<file path="config.mk">
export PLATFORM = sky130hd
export DESIGN_NAME = shared_blink_pwm
export DESIGN_NICKNAME = d
export VERILOG_FILES = /design/src/rtl/blink_pwm_pkg.sv /design/src/rtl/blink_pwm_regs.sv /design/src/rtl/blink_pwm_gen.sv /design/src/rtl/shared_blink_pwm.sv
export SDC_FILE = /design/constraint.sdc
export NUM_CORES = 2
export LEC_CHECK = 0
export ABC_AREA = 1
export BUFFER_PORTS_ARGS = -buffer_cell sky130_fd_sc_hd__buf_2
export CORE_UTILIZATION = 65
export CTS_BUF_LIST = sky130_fd_sc_hd__clkbuf_16
export CTS_CLUSTER_DIAMETER = 60
export DETAILED_ROUTE_END_ITERATION = 8
export HOLD_SLACK_MARGIN = 0.05
export PLACE_DENSITY = 0.84
export SYNTH_ARGS = -nofsm -noshare
export SYNTH_HDL_FRONTEND = slang
export SYNTH_SLANG_ARGS = --single-unit
</file>
<file path="constraint.sdc">
create_clock -name clk -period 7.19 [get_ports clk]
set_input_delay 0.3595 -clock clk [delete_from_list [all_inputs] [get_ports clk]]
set_output_delay 0.3595 -clock clk [all_outputs]
set_load 0.01 [all_outputs]
</file>
<file path="src/rtl/blink_pwm_pkg.sv">
package blink_pwm_pkg;
  localparam int GEN_COUNT  = 8;
  localparam int IDX_W      = 3;
  localparam int WORD_W     = 32;
  localparam int PER_BASE   = 0;
  localparam int DUTY_BASE  = 2;
  localparam int MAP_BASE   = 6;
  localparam int STEPS      = 255;

  typedef struct packed {
    logic             en;
    logic [IDX_W-1:0] idx;
  } chan_map_t;
endpackage

</file>
<file path="src/rtl/blink_pwm_regs.sv">
module blink_pwm_regs
  import blink_pwm_pkg::*;
#(
  parameter int NUM_CH = 33,
  parameter int ADDR_W = 4
) (
  input  logic              clk,
  input  logic              rst,
  input  logic              we,
  input  logic [ADDR_W-1:0] addr,
  input  logic [WORD_W-1:0] wdata,
  output logic [WORD_W-1:0] rdata,
  output logic [7:0]        period_o [GEN_COUNT],
  output logic [7:0]        on_o     [GEN_COUNT],
  output logic [7:0]        off_o    [GEN_COUNT],
  output chan_map_t         map_o    [NUM_CH],
  output logic [GEN_COUNT-1:0] restart_o
);
  logic [WORD_W-1:0] rd_word;

  always_comb begin
    for (int g = 0; g < GEN_COUNT; g++) begin
      restart_o[g] = we && ((int'(addr) == PER_BASE + g / 4) ||
                            (int'(addr) == DUTY_BASE + g / 2));
    end
  end

  always_ff @(posedge clk) begin
    if (rst) begin
      for (int g = 0; g < GEN_COUNT; g++) begin
        period_o[g] <= '0;
        on_o[g]     <= '0;
        off_o[g]    <= '0;
      end
      for (int c = 0; c < NUM_CH; c++) map_o[c] <= '0;
    end else if (we) begin
      for (int g = 0; g < GEN_COUNT; g++) begin
        if (int'(addr) == PER_BASE + g / 4)
          period_o[g] <= wdata[8*(g%4) +: 8];
        if (int'(addr) == DUTY_BASE + g / 2) begin
          on_o[g]  <= wdata[16*(g%2) +: 8];
          off_o[g] <= wdata[16*(g%2) + 8 +: 8];
        end
      end
      for (int c = 0; c < NUM_CH; c++) begin
        if (int'(addr) == MAP_BASE + c / 8)
          map_o[c] <= wdata[4*(c%8) +: 4];
      end
    end
  end

  always_comb begin
    rd_word = '0;
    for (int g = 0; g < GEN_COUNT; g++) begin
      if (int'(addr) == PER_BASE + g / 4)
        rd_word[8*(g%4) +: 8] = period_o[g];
      if (int'(addr) == DUTY_BASE + g / 2)
        rd_word[16*(g%2) +: 16] = {off_o[g], on_o[g]};
    end
    for (int c = 0; c < NUM_CH; c++) begin
      if (int'(addr) == MAP_BASE + c / 8)
        rd_word[4*(c%8) +: 4] = map_o[c];
    end
  end

  always_ff @(posedge clk) begin
    if (rst) rdata <= '0;
    else     rdata <= rd_word;
  end
endmodule

</file>
<file path="src/rtl/blink_pwm_gen.sv">
module blink_pwm_gen
  import blink_pwm_pkg::*;
#(
  parameter int UNIT_CLKS = 255
) (
  input  logic       clk,
  input  logic       rst,
  input  logic       restart,
  input  logic [7:0] period,
  input  logic [7:0] on_cnt,
  input  logic [7:0] off_cnt,
  output logic       hi
);
  localparam int ACC_W = $clog2(STEPS * UNIT_CLKS + STEPS + 1) + 1;

  logic [ACC_W-1:0] acc;
  logic [ACC_W-1:0] acc_sum;
  logic [ACC_W-1:0] thr;
  logic [8:0]       step_idx;
  logic [8:0]       span;
  logic [8:0]       step_nxt;
  logic             step;

  // one step = period*UNIT_CLKS/255 clocks, carried as a fractional remainder
  assign thr      = ACC_W'(period) * ACC_W'(UNIT_CLKS);
  assign acc_sum  = acc + ACC_W'(STEPS);
  assign step     = acc_sum >= thr;
  assign span     = {1'b0, on_cnt} + {1'b0, off_cnt};
  assign step_nxt = step_idx + 9'd1;
  assign hi       = step_idx < {1'b0, on_cnt};

  always_ff @(posedge clk) begin
    if (rst || restart) begin
      acc      <= '0;
      step_idx <= '0;
    end else if (step) begin
      acc      <= (period == 8'd0) ? '0 : acc_sum - thr;
      step_idx <= (step_nxt >= span) ? 9'd0 : step_nxt;
    end else begin
      acc      <= acc_sum;
    end
  end
endmodule

</file>
<file path="src/rtl/shared_blink_pwm.sv">
module shared_blink_pwm
  import blink_pwm_pkg::*;
#(
  parameter int NUM_DIRECT = 16,
  parameter int NUM_SERIAL = 17,
  parameter int UNIT_CLKS  = 255,
  parameter int ADDR_W     = 4
) (
  input  logic                             clk,
  input  logic                             rst,
  input  logic                             cfg_we,
  input  logic [ADDR_W-1:0]                cfg_addr,
  input  logic [31:0]                      cfg_wdata,
  output logic [31:0]                      cfg_rdata,
  output logic [NUM_DIRECT+NUM_SERIAL-1:0] chan_level
);
  localparam int NUM_CH = NUM_DIRECT + NUM_SERIAL;

  logic [7:0]           period_cnt [GEN_COUNT];
  logic [7:0]           on_cnt     [GEN_COUNT];
  logic [7:0]           off_cnt    [GEN_COUNT];
  chan_map_t            chan_map   [NUM_CH];
  logic [GEN_COUNT-1:0] restart;
  logic [GEN_COUNT-1:0] gen_hi;

  blink_pwm_regs #(.NUM_CH(NUM_CH), .ADDR_W(ADDR_W)) regs_i (
    .clk       (clk),
    .rst       (rst),
    .we        (cfg_we),
    .addr      (cfg_addr),
    .wdata     (cfg_wdata),
    .rdata     (cfg_rdata),
    .period_o  (period_cnt),
    .on_o      (on_cnt),
    .off_o     (off_cnt),
    .map_o     (chan_map),
    .restart_o (restart)
  );

  for (genvar g = 0; g < GEN_COUNT; g++) begin : g_gen
    blink_pwm_gen #(.UNIT_CLKS(UNIT_CLKS)) gen_i (
      .clk     (clk),
      .rst     (rst),
      .restart (restart[g]),
      .period  (period_cnt[g]),
      .on_cnt  (on_cnt[g]),
      .off_cnt (off_cnt[g]),
      .hi      (gen_hi[g])
    );
  end

  for (genvar c = 0; c < NUM_CH; c++) begin : g_chan
    always_ff @(posedge clk) begin
      if (rst) chan_level[c] <= 1'b0;
      else     chan_level[c] <= chan_map[c].en & gen_hi[chan_map[c].idx];
    end
  end
endmodule

</file>
### Word level (Yosys, flattened, before mapping)

Index checks and enable logic that the tools add are counted.

* flip-flop bits (word level): 597
* input bits: 39

* $add $sub $neg: 32
* multipliers: 8
* $lt $le $gt $ge: 57
* eq/ne operators: 10
* muxes and demuxes: 139
* bitwise logic cells: 33
* reduce and logical (&&, ||, !) cells: 32

Operators with widths (count)
* $mux 17: 16
* $add 17x8->17 const B: 8
* $ge 17x16->1: 8
* $sub 17x16->17: 8
* $lt 3x4->1 const B: 33
* $mux 4: 33
* $mul 8x8->16 const B: 8
* $mux 16: 8
* $bmux 1 s3: 33
* $add 8x8->9: 8
* $add 9x1->9 const B: 8
* $ge 9x9->1: 8
* $lt 9x8->1: 8
* $mux 9: 8
* $logic_not 8->1: 8
* $mux 8: 8
* $and 1x1->1: 33
* $mux 1: 33
* $eq 4x4->1 const B: 7
* $reduce_and 2->1: 11
* $eq 4x3->1 const B: 2
* $logic_or 1x1->1: 8
* $eq 4x2->1 const B: 1
* $logic_and 1x1->1: 4
* $logic_not 4->1: 1

### Longest topological paths before layout

* word-level depth: 14
* gate-level depth with buffers: 31

### Cells and area by module

Synthesis repeated with hierarchy kept, for this count alone.

* cells, all modules: 9321
* area, all modules: 61027.3 um2

Modules (own cells, without submodules)
* blink_pwm_regs: times used 1, cells an instance 2073, area each 14853.0 um2
* blink_pwm_gen (g_gen[0].gen_i): times used 1, cells an instance 800, area each 5332.6 um2
* blink_pwm_gen (g_gen[4].gen_i): times used 1, cells an instance 788, area each 5332.6 um2
* blink_pwm_gen (g_gen[1].gen_i): times used 1, cells an instance 824, area each 5310.1 um2
* blink_pwm_gen (g_gen[6].gen_i): times used 1, cells an instance 822, area each 5307.6 um2
* blink_pwm_gen (g_gen[2].gen_i): times used 1, cells an instance 792, area each 5285.1 um2
* blink_pwm_gen (g_gen[3].gen_i): times used 1, cells an instance 792, area each 5241.3 um2
* blink_pwm_gen (g_gen[7].gen_i): times used 1, cells an instance 819, area each 5226.3 um2
* blink_pwm_gen (g_gen[5].gen_i): times used 1, cells an instance 816, area each 5221.3 um2
* shared_blink_pwm: times used 1, cells an instance 795, area each 3917.5 um2

### Worst setup path before layout

Ideal clock, no wire load.

* path kind: flip-flop to flip-flop
* start: register regs_i.period_o[61] (netlist name)
* end: register g_gen[0].gen_i.acc[15]
* arrival time: 5.138 ns
* required time: 7.124 ns
* setup slack: 1.986 ns
* cell stages (with the launch flop): 27
* buffers on the path: 1
* clock period less this slack: 5.204 ns
* path through: dfxtp_1 -> inv_1 -> fa_1 -> fa_1 -> fa_1 -> fa_1 -> inv_1 -> ha_1 -> inv_1 -> o21ai_0 -> a21oi_1 -> nand2_1 -> nand2_1 -> nand2_1 -> a21oi_1 -> xor2_1 -> ha_1 -> nand2_1 -> nand2_1 -> nand2_1 -> nand2_1 -> a21oi_1 -> nand2_1 -> nand2_2 -> dlymetal6s2s_1 -> nand3_1 -> a21oi_2

* cells in the longest elaborated chain, start to end: 4

Ends and longest elaborated chain
* from (decl): line blink_pwm_regs.sv:13 `output logic [7:0] period_o [GEN_COUNT],`
* from (signal, indexed assignment): line blink_pwm_regs.sv:39 `period_o[g] <= wdata[8*(g%4) +: 8];`
* $mul 8x8->16: line blink_pwm_gen.sv:25 `assign thr = ACC_W'(period) * ACC_W'(UNIT_CLKS);`
* $sub 17x16->17: line blink_pwm_gen.sv:37 `acc <= (period == 8'd0) ? '0 : acc_sum - thr;`
* $mux 17: line blink_pwm_gen.sv:37
* $mux 17 (*): line blink_pwm_gen.sv:36 `end else if (step) begin`
* to (signal assigned): line blink_pwm_gen.sv:37
* to (signal assigned): line blink_pwm_gen.sv:40 `acc <= acc_sum;`
* to (decl): line blink_pwm_gen.sv:16 `logic [ACC_W-1:0] acc;`

Mark *: on every way between the ends. The rest lies on a longest branch, timed or not.
A chain may end at the register's enable or synchronous reset.

### Worst setup path after layout

* start: register regs_i.period_o[3] (netlist name)
* end: register g_gen[7].gen_i.step_idx[1]

* cells in the longest elaborated chain, start to end: 2

Ends and longest elaborated chain
* $mul 8x8->16: line blink_pwm_gen.sv:25
* $ge 17x16->1: line blink_pwm_gen.sv:27 `assign step = acc_sum >= thr;`
* to (signal assigned): line blink_pwm_gen.sv:38 `step_idx <= (step_nxt >= span) ? 9'd0 : step_nxt;`
* to (decl): line blink_pwm_gen.sv:19 `logic [8:0] step_idx;`

No other way between the ends.

==> metrics.cfg <==
[logic_synthesis]
ys_types=47
avgSynthCellArea_sq_um=6.64
syn-cell-area_sq_um=58000
syn_inst=8742
synth-edff-count=0
yosysWarnings=0
synth.yosys.seq_area_share_pct=20.6
synth_ff_type=dfxtp_1
synth-seq-cells=597
synth-async-reset-ratio_pct=0
syn_nets=9693

[place]
gp_congestion=0.950
dp_hpwl_microns=128000
io_buffer_count=103

[sta]
setup_viol=0
tightest_slew_ns=1.32
rsz0062_at_grt=false
maxSlewViolCount=0
final.setup_skew_ns=0.0542
relSlewSlack_pct=11.9
period_share_pct=87.2
min_period_ns=6.27
holdWs_ns=0.126
fmax_mhz=160
setup_tns_ns=0
hold_viol_final=0

[worst_setup_path]
slowest_stage=fa_1
crit_start=regs_i.period_o[3]
cpMostUsedCell=nand2_1
critPathMaxFanout=25
timing.rr.end=g_gen[7].gen_i.step_idx[1]
cpPeakStageDelay_ns=0.64
cp.arrival_ns=6.88
crit_end=g_gen[7].gen_i.step_idx[1]
r2r-start=regs_i.period_o[3]
ff2ff_setup_slack_ns=0.92
end_kind=flip-flop
cp-start-kind=flip-flop
rr_worst_depth=30
critPathKind=reg2reg
required_ns=7.80

[die]
core_sq_um=88400
die_w_microns=301
ios=104
fp.dieH_microns=301
rows=109
fp.dieArea_sq_um=90500
initial_core_util_pct=65.7

[detailed_routing]
antenna_left=0
dr.pass1.iters=8
wl_microns=171000
vias=57000
remaining_drc_errors=0
avgViaCountPerCell=5.75
drt_iter0_markers=5165
wl_per_cell_microns=17.2

[cells_and_area]
drive_above_1_share_pct=3.91
fill_cells=7464
syn2layout_area_growth_pct=6.22
regArea_sq_um=12000
multi_input_area_sq_um=39000
final_nets=9636

[clocking]
post_cts_buffers=0
htreeDepth=3
cts_resized=0
cts_inserted_buffers=77
cts_tree=built
path_clk_slew_ns=0.06
clock_latency_ns=0.69
cts_hold_buf=0
cts_buffer_depth=3
cts-root-buf=clkbuf_16
cts.sinks=597

[power]
power_density_nw_per_um2=410
p_leak_nw=31.4
ir_drop_mv=0.812

[global_route]
grt_pass1_wl_microns=273000
overflow=0
antenna_found_initial=10
grt_pass1_vias=53900
grt_max_degree=148
grt_util_all_layers_pct=37.1

[worst_hold_path]
hp-class=in2reg

[outcome]
status=finished, final reports clean

[run]
drv_cap=0

[layer usage]
metal	GRT usage (%)	part of all wire [%]	up-vias
li1	-	-	27800
met3	7.03	9.3	711
met4	21.6	6.6	8
met2	60.1	45	2567
met1	46.0	39	26000
met5	0	0.028	-
[worst min path at each step]
| stage | slack (ns) | end | depth (start not counted) | from |
|---|---|---|---|---|
| floorplan | 0.43 | regs_i.map_o[3] | 2 | regs_i.map_o[3] |
| global placement | 0.44 | regs_i.map_o[3] | 2 | regs_i.map_o[3] |
| detailed placement | 0.46 | regs_i.map_o[23] | 2 | regs_i.map_o[23] |
| CTS | 0.1 | regs_i.off_o[4] | 3 | cfg_wdata[28] |
| global route | 0.13 | regs_i.off_o[4] | 3 | cfg_wdata[28] |
| finish | 0.13 | regs_i.off_o[4] | 3 | cfg_wdata[28] |
[critical path, delay by kind of cell, from the launching register on]
family                   cells  cell delay, ns
adder cells (fa/ha/maj)      6            2.44
AO/OA/AOI/OAI                5            0.86
AND/OR/NAND/NOR             11            1.33
XOR/XNOR                     1            0.27
flip-flops                   1            0.52
buffers and inverters        7            0.75
[synth_stat cells, types with 16 or more instances]
cell      number  area (sq um)
dfxtp_1      597         12000
clkbuf_1     166           623
or2_2         17           106
buf_2         44           220
o21ai_0      499          2500
a21o_1        24           180
nand2_1     1898          7120
a21oi_1      849          4250
nor4_1        21           131
nand3b_1      34           255
and2_1        21           131
inv_2         21          78.8
fa_1         247          4940
nand2_2       16           100
buf_4         17           128
nor2_1       730          2740
xor2_1       223          1950
xnor2_1       93           815
ha_1         665          8320
o21ai_1       20           100
inv_1       1545          5800
nand4_1      138           863
nand3_1      630          3150
nor3_1        90           450
buf_1         22          82.6
o21bai_1      25           188
[cell families (layout without fill, tap and decap cells)]
group           Yosys count  in the layout  synth area share [%]
simple gates           3619           3619                  26.4
fa+ha+maj               912            912                  22.9
other cells               0              6                     0
xor+xnor                316            316                  4.77
compound gates         1468           1468                  13.2
buf+inv                1830           1831                  12.2
flops                   597            597                  20.6
[cell usage in the layout (no fill, tap or decap), drive strengths merged, types with 24 or more instances in the layout]
cell / netlist / routed
a21o: 24 / 24
a21oi: 865 / 865
buf: 88 / 123
clkbuf: 170 / 78
clkinv: 4 / 30
dfxtp: 597 / 597
fa: 247 / 247
ha: 665 / 665
inv: 1567 / 1591
nand2: 1918 / 1918
nand3: 630 / 630
nand3b: 34 / 34
nand4: 138 / 138
nor2: 741 / 741
nor3: 95 / 95
o21ai: 520 / 520
o21bai: 25 / 25
xnor2: 93 / 93
xor2: 223 / 223
[layout make-up]
cell class | instances | share of cell area [%]
flip-flops and latches | 597 | 19.4
diodes | 6 | 0.0244
clock buffers | 78 | 3.17
well taps | 1165 | 2.36
clock inverters | 59 | 1.05
repair buffers | 123 | 1.08
multi-input cells | 6315 | 63.3
inverters | 1571 | 9.58
[where the power goes]
group	total [mW]	switching, mW	internal (mW)
clock	3.98	1.67	2.31
sequential	4.27	0.468	3.80
combinational	17.0	11.6	5.38
total	25.3	13.8	11.5
[state kept, by name (all words and copies together), names as in the netlist]
register / cells
regs_i.period_o: 64
regs_i.map_o: 132
regs_i.on_o: 64
g_gen.gen_i.step_idx: 72
regs_i.rdata: 32
regs_i.off_o: 64
g_gen.gen_i.acc: 136
chan_level: 33
[per-stage QoR]
| step | utilization, % | cell area, sq um | total power, mW | std cells | setup slack, ns |
|---|---|---|---|---|---|
| after floorplan | - | 58000 | 17.5 | 8742 | 1.99 |
| after global placement | 66.8 | 59000 | 20.3 | 9771 | 1.24 |
| after detailed placement | 66.8 | 59000 | 20.8 | 9771 | 1.07 |
| after CTS | 69.7 | 61600 | 24.8 | 9908 | 1.05 |
| after global routing | 69.7 | 61600 | 27.3 | 9911 | 0.537 |
| final | 69.7 | 61600 | 25.3 | 9914 | 0.921 |
Note: power is estimated with default switching activity, not from simulation.
